**config.mk**
```make
export PLATFORM = sky130hd
export DESIGN_NAME = rww_bank_guard
export DESIGN_NICKNAME = d
export VERILOG_FILES = /design/src/rtl/rww_pkg.sv /design/src/rtl/rww_bank_decode.sv /design/src/rtl/rww_busy_track.sv /design/src/rtl/rww_read_steer.sv /design/src/rtl/rww_bank_guard.sv
export SDC_FILE = /design/constraint.sdc
export NUM_CORES = 1
export LEC_CHECK = 0
export BUFFER_PORTS_ARGS = -buffer_cell sky130_fd_sc_hd__buf_4
export CORE_AREA = 5 5 42 44
export CTS_CLUSTER_DIAMETER = 50
export DETAILED_ROUTE_END_ITERATION = 8
export DIE_AREA = 0 0 47 49
export PLACE_DENSITY = 0.63
export SYNTH_ARGS = -nofsm -noshare
export SYNTH_HDL_FRONTEND = slang
export SYNTH_SLANG_ARGS = --single-unit
```
**constraint.sdc**
```tcl
create_clock -name clk -period 1.45 [get_ports clk]
set_input_delay 0.29 -clock clk [delete_from_list [all_inputs] [get_ports clk]]
set_output_delay 0.29 -clock clk [all_outputs]
set_load 0.01 [all_outputs]
```
**src/rtl/rww_pkg.sv**
```systemverilog
package rww_pkg;

    localparam int ADDR_W    = 22;
    localparam int SEL_LSB   = 19;
    localparam int SEL_W     = 3;
    localparam int NUM_BANKS = 4;
    localparam int BANK_W    = $clog2(NUM_BANKS);
    localparam int NUM_PAT   = 1 << SEL_W;

    typedef logic [BANK_W-1:0] bank_t;

    // Uneven map: the lowest and highest patterns own the outer banks,
    // and the middle banks split the patterns that remain.
    function automatic bank_t bank_of_pattern(input int unsigned pat);
        if (pat == 0)
            return bank_t'(0);
        else if (pat == NUM_PAT - 1)
            return bank_t'(NUM_BANKS - 1);
        else if (pat < NUM_PAT / 2)
            return bank_t'(1);
        else
            return bank_t'(2);
    endfunction

endpackage

```
**src/rtl/rww_bank_decode.sv**
```systemverilog
module rww_bank_decode
    import rww_pkg::*;
#(
    parameter int P_SEL_W = SEL_W
) (
    input  logic [P_SEL_W-1:0] sel,
    output bank_t              bank
);
    localparam int NPAT = 1 << P_SEL_W;

    bank_t pat_bank [NPAT];

    for (genvar p = 0; p < NPAT; p++) begin : g_pat
        assign pat_bank[p] = bank_of_pattern(p);
    end

    assign bank = pat_bank[sel];

endmodule

```
**src/rtl/rww_busy_track.sv**
```systemverilog
module rww_busy_track
    import rww_pkg::*;
#(
    parameter int P_BANKS = NUM_BANKS
) (
    input  logic               clk,
    input  logic               rst_n,
    input  bank_t              bank,
    input  logic               op_start,
    input  logic               op_done,
    input  logic               wr_en,
    output logic [P_BANKS-1:0] busy,
    output logic               reject
);
    typedef struct packed {
        logic [P_BANKS-1:0] busy;
    } trk_t;

    trk_t st_d, st_q;
    logic any_busy;
    logic accept;

    assign any_busy = |st_q.busy;
    assign accept   = op_start && !any_busy;

    always_comb begin
        st_d = st_q;
        for (int b = 0; b < P_BANKS; b++) begin
            if (op_done)
                st_d.busy[b] = 1'b0;
            else if (accept && (int'(bank) == b))
                st_d.busy[b] = 1'b1;
        end
    end

    always_ff @(posedge clk) begin
        if (!rst_n)
            st_q <= '0;
        else
            st_q <= st_d;
    end

    assign busy   = st_q.busy;
    assign reject = (op_start && any_busy) || (wr_en && st_q.busy[bank]);


    only_one_busy_chk: assert property (@(posedge clk) disable iff (!rst_n)
        $onehot0(st_q.busy));


    done_releases_chk: assert property (@(posedge clk) disable iff (!rst_n)
        op_done |=> (st_q.busy == '0));


    start_claims_chk: assert property (@(posedge clk) disable iff (!rst_n)
        (op_start && !op_done && !any_busy) |=> st_q.busy[$past(bank)]);


    refused_keeps_chk: assert property (@(posedge clk) disable iff (!rst_n)
        (op_start && any_busy && !op_done) |=> $stable(st_q.busy));

endmodule

```
**src/rtl/rww_read_steer.sv**
```systemverilog
module rww_read_steer
    import rww_pkg::*;
#(
    parameter int P_BANKS = NUM_BANKS
) (
    input  logic               clk,
    input  logic               rst_n,
    input  logic               rd_en,
    input  bank_t              bank,
    input  logic [P_BANKS-1:0] busy,
    output logic               to_status
);
    assign to_status = rd_en && busy[bank];


    status_needs_read_chk: assert property (@(posedge clk) disable iff (!rst_n)
        to_status |-> rd_en);

endmodule

```
**src/rtl/rww_bank_guard.sv**
```systemverilog
module rww_bank_guard
    import rww_pkg::*;
(
    input  logic              clk,
    input  logic              rst_n,
    input  logic [ADDR_W-1:0] addr,
    input  logic              rd_en,
    input  logic              wr_en,
    input  logic              op_start,
    input  logic              op_done,
    output logic [BANK_W-1:0] bank_idx,
    output logic              rd_status,
    output logic              op_reject
);
    logic [NUM_BANKS-1:0] busy_vec;
    bank_t                bank_w;

    rww_bank_decode #(.P_SEL_W(SEL_W)) u_decode (
        .sel  (addr[SEL_LSB +: SEL_W]),
        .bank (bank_w)
    );

    rww_busy_track #(.P_BANKS(NUM_BANKS)) u_track (
        .clk      (clk),
        .rst_n    (rst_n),
        .bank     (bank_w),
        .op_start (op_start),
        .op_done  (op_done),
        .wr_en    (wr_en),
        .busy     (busy_vec),
        .reject   (op_reject)
    );

    rww_read_steer #(.P_BANKS(NUM_BANKS)) u_steer (
        .clk       (clk),
        .rst_n     (rst_n),
        .rd_en     (rd_en),
        .bank      (bank_w),
        .busy      (busy_vec),
        .to_status (rd_status)
    );

    assign bank_idx = bank_w;


    outer_low_chk: assert property (@(posedge clk) disable iff (!rst_n)
        (addr[SEL_LSB +: SEL_W] == '0) |-> (bank_idx == '0));


    outer_high_chk: assert property (@(posedge clk) disable iff (!rst_n)
        (addr[SEL_LSB +: SEL_W] == '1) |-> (bank_idx == BANK_W'(NUM_BANKS - 1)));


    other_bank_array_chk: assert property (@(posedge clk) disable iff (!rst_n)
        (rd_en && !busy_vec[bank_idx]) |-> !rd_status);

endmodule

```
==> metrics.md <==
| Metric | Value |
|---|---|
| Seq/Total Area, Yosys | `32.8%` |
| Worst-margin pin slew | `between 0.2 and 0.3 ns` |
| Hold worst-path end | `u_track.busy[3]` |
| Worst endpoint data arrival time | `1.23 ns` |
| Fin crit period | `between 1.5 and 2 ns` |
| TNS Setup | `-0.0727 ns` |
| Most common cell after layout, fill and taps aside | `buf_4` |
| Die width | `roughly 47 µm` |
| RSZ-0062 raised after global routing | `true` |
| Post-place setup slack | `-0.0375 ns` |
| R2r endpoint | `u_track.busy[1]` |
| Initial drt markers | `6` |
| Worst-Skew Late Latency | `roughly 0.23 ns` |
| Hold Path Stages | `3` |
| # rows | `14` |
| GRT Total Usage | `roughly 7.3%` |
| Leakage power | `roughly 0.2 nW` |
| Mean area per synthesized cell | `between 8 and 9 µm²` |
| RD Place Congestion | `between 0.7 and 0.8` |
| Final HPWL DP | `approximately 560 µm` |
| Worst VDD drop | `around 310 µV` |
| Worst Path Required | `roughly 1.2 ns` |
| Via Count | `about 300` |
| Initial antenna violation count | `0` |
| Max-Cap Viols | `0` |
| Crit path max fanout | `2` |
| Core Area | `between 0.001 and 0.0015 mm²` |
| Post-route cell area | `about 430 µm²` |
| Syn Std Cell Area | `around 240 µm²` |
| GR Overflow Total | `0` |
| Worst R2R Start | `u_track.busy[3]` |
| Clk_skew | `around 0.00071 ns` |
| Layout area overhead | `77.9%` |
| Die Ht | `around 49 µm` |
| Clk root buf | `clkbuf_4` |
| Critical Path End Type | `primary output` |
| Clock Sinks | `4` |
| Synth Register Bits | `4` |
| Post-DP Area | `roughly 380 µm²` |
| Largest net degree at the start of global routing | `7` |
| Io pins | `32` |
| Cells after Synth | `29` |
| Clk slew on worst S/H paths | `approximately 0.040 ns` |
| Nets@finish | `78` |
| Die ar. | `~0.0023 mm²` |
| Routed wire length | `around 810 µm` |
| Violated checks | `negative setup slack` |
| Netlist cell types | `18` |
| Number of routed nets with antenna violations | `0` |
| CTS H-tree lvls | `1` |
| Highest-count cells in the layout ignoring fill and taps | `buf_4, nor2_1, inv_1` |
| Outcome | `complete, but fails checks` |
| Fin util | `roughly 31%` |
| Switching Power | `approximately 0.083 mW` |
| Worst hold-check path type | `input port to flop` |
| Net Sw Frac | `between 20 and 25%` |
| Warnings from Yosys | `0` |
| Final setup violation count | `1` |
| Slew margin rel. | `82.5%` |
| Reg2Reg Depth | `5` |
| Min-Delay Startpoint | `op_start` |
| Worst reg-to-reg setup slack | `0.23 ns` |
| Max FFs per register | `4` |
| Mapped Nets | `57` |
| Via/cell ratio | `~4.6` |
| Inserted Clock Buffers | `3` |
| Deepest clock path buffer count | `2` |
| First-pass GRT wire length | `approximately 1.2 mm` |
| Combinational Power Share | `25.2%` |
| DR pass1 iterations | `4` |
| Ant. Diodes | `0` |
| Crit path launch type | `flop` |
| Layout cells sized above 1 | `between 50% and 60%` |
| Routed wire per std cell | `between 10 and 15 µm` |
| FILL cells | `about 170` |
| CP Class | `flop to primary output` |
| Clk network pwr share | `between 40% and 50%` |
| Final hold violation count | `0` |
| Fin crit share | `105%` |
| Port Buffers | `12` |
| Final worst-path setup slack | `-0.0727 ns` |
| CTS tree | `yes` |
| Vias in the first global route | `approximately 290` |
| Max-slew violations | `0` |
| Internal power | `between 0.2 and 0.3 mW` |
| Reg power frac | `between 30% and 40%` |
| Power Density | `around 770 mW/mm²` |
| Starting Density | `between 15 and 20%` |
| DRC viols | `0` |
| Hold_ws | `roughly 0.35 ns` |
| Fmax achieved | `between 600 and 700 MHz` |
power groups by stage:
stage	sequential (mW)	combinational, mW	clock [mW]
global placement	0.118	0.0735	0
detailed placement	0.118	0.0745	0
floorplan	0.118	0.0307	0
finish	0.115	0.0840	0.135
CTS	0.115	0.0794	0.144
global route	0.115	0.0913	0.152
how the worst max path moves through the flow:
stage | startpoint | endpoint | slack (ns)
after floorplan | u_track.busy[1] | op_reject | 0.20
after global placement | addr[19] | op_reject | -0.02
after detailed placement | addr[20] | op_reject | -0.04
after CTS | u_track.busy[3] | op_reject | -0.07
after global routing | u_track.busy[3] | op_reject | -0.13
final | u_track.busy[3] | op_reject | -0.07
synth_stat cells:
library cell | number | area (µm²)
dfxtp_1 | 4 | 80.1
inv_1 | 4 | 15.0
nor2_1 | 4 | 15.0
a211oi_1 | 2 | 15.0
a41oi_1 | 2 | 17.5
a21oi_1 | 1 | 5.00
a31oi_1 | 1 | 6.26
and3_1 | 1 | 6.26
and3_2 | 1 | 7.51
buf_4 | 1 | 7.51
nand2_1 | 1 | 3.75
nand2b_1 | 1 | 6.26
nor3b_1 | 1 | 7.51
nor4_4 | 1 | 21.3
o2111ai_1 | 1 | 8.76
o21a_1 | 1 | 7.51
o21ai_0 | 1 | 5.00
o32ai_1 | 1 | 8.76
logic make-up after synthesis:
logic type             Yosys count  share of synthesized area [%]
and+or+nand+nor                 10                           27.7
DFF                              4                           32.8
AOI/OAI and AO/OA               10                           30.3
buffers and inverters            5                           9.23
through the flow:
step	total power, mW	std cells
2_1_floorplan	0.148	29
3_3_place_gp	0.191	60
3_5_place_dp	0.193	60
4_1_cts	0.338	64
5_1_grt	0.359	64
6_report	0.334	64
final cells by class:
| class | count | area (µm²) | share of cell area [%] |
|---|---|---|---|
| clock buffer | 3 | 22.5 | 5.19 |
| inverter | 4 | 15.0 | 3.46 |
| multi-input combinational | 20 | 164 | 37.8 |
| sequential | 4 | 85.1 | 19.6 |
| tap | 16 | 20.0 | 4.61 |
| timing repair buffer | 17 | 128 | 29.4 |
critical path, stage by stage (launching register included):
cell,delay (ns)
dfxtp_1,0.31
and3_2,0.21
a211oi_4,0.04
o32ai_1,0.26
buf_4,0.18
routing by layer:
metal	vias up	part of all wire (%)	GRT usage [%]
li1	145	-	-
met1	136	37	8.57
met2	15	49	10.2
met3	0	14	2.95
met4	0	0	5.53
met5	-	0	0
timing repair:
item	in CTS	in global routing
endpoints found under the setup margin	2	2
hold buffers	0	0
setup buffers	1	0
gates resized for setup	4	3
pin swaps	2	1
No activity file was read; power rests on OpenSTA's default activity.
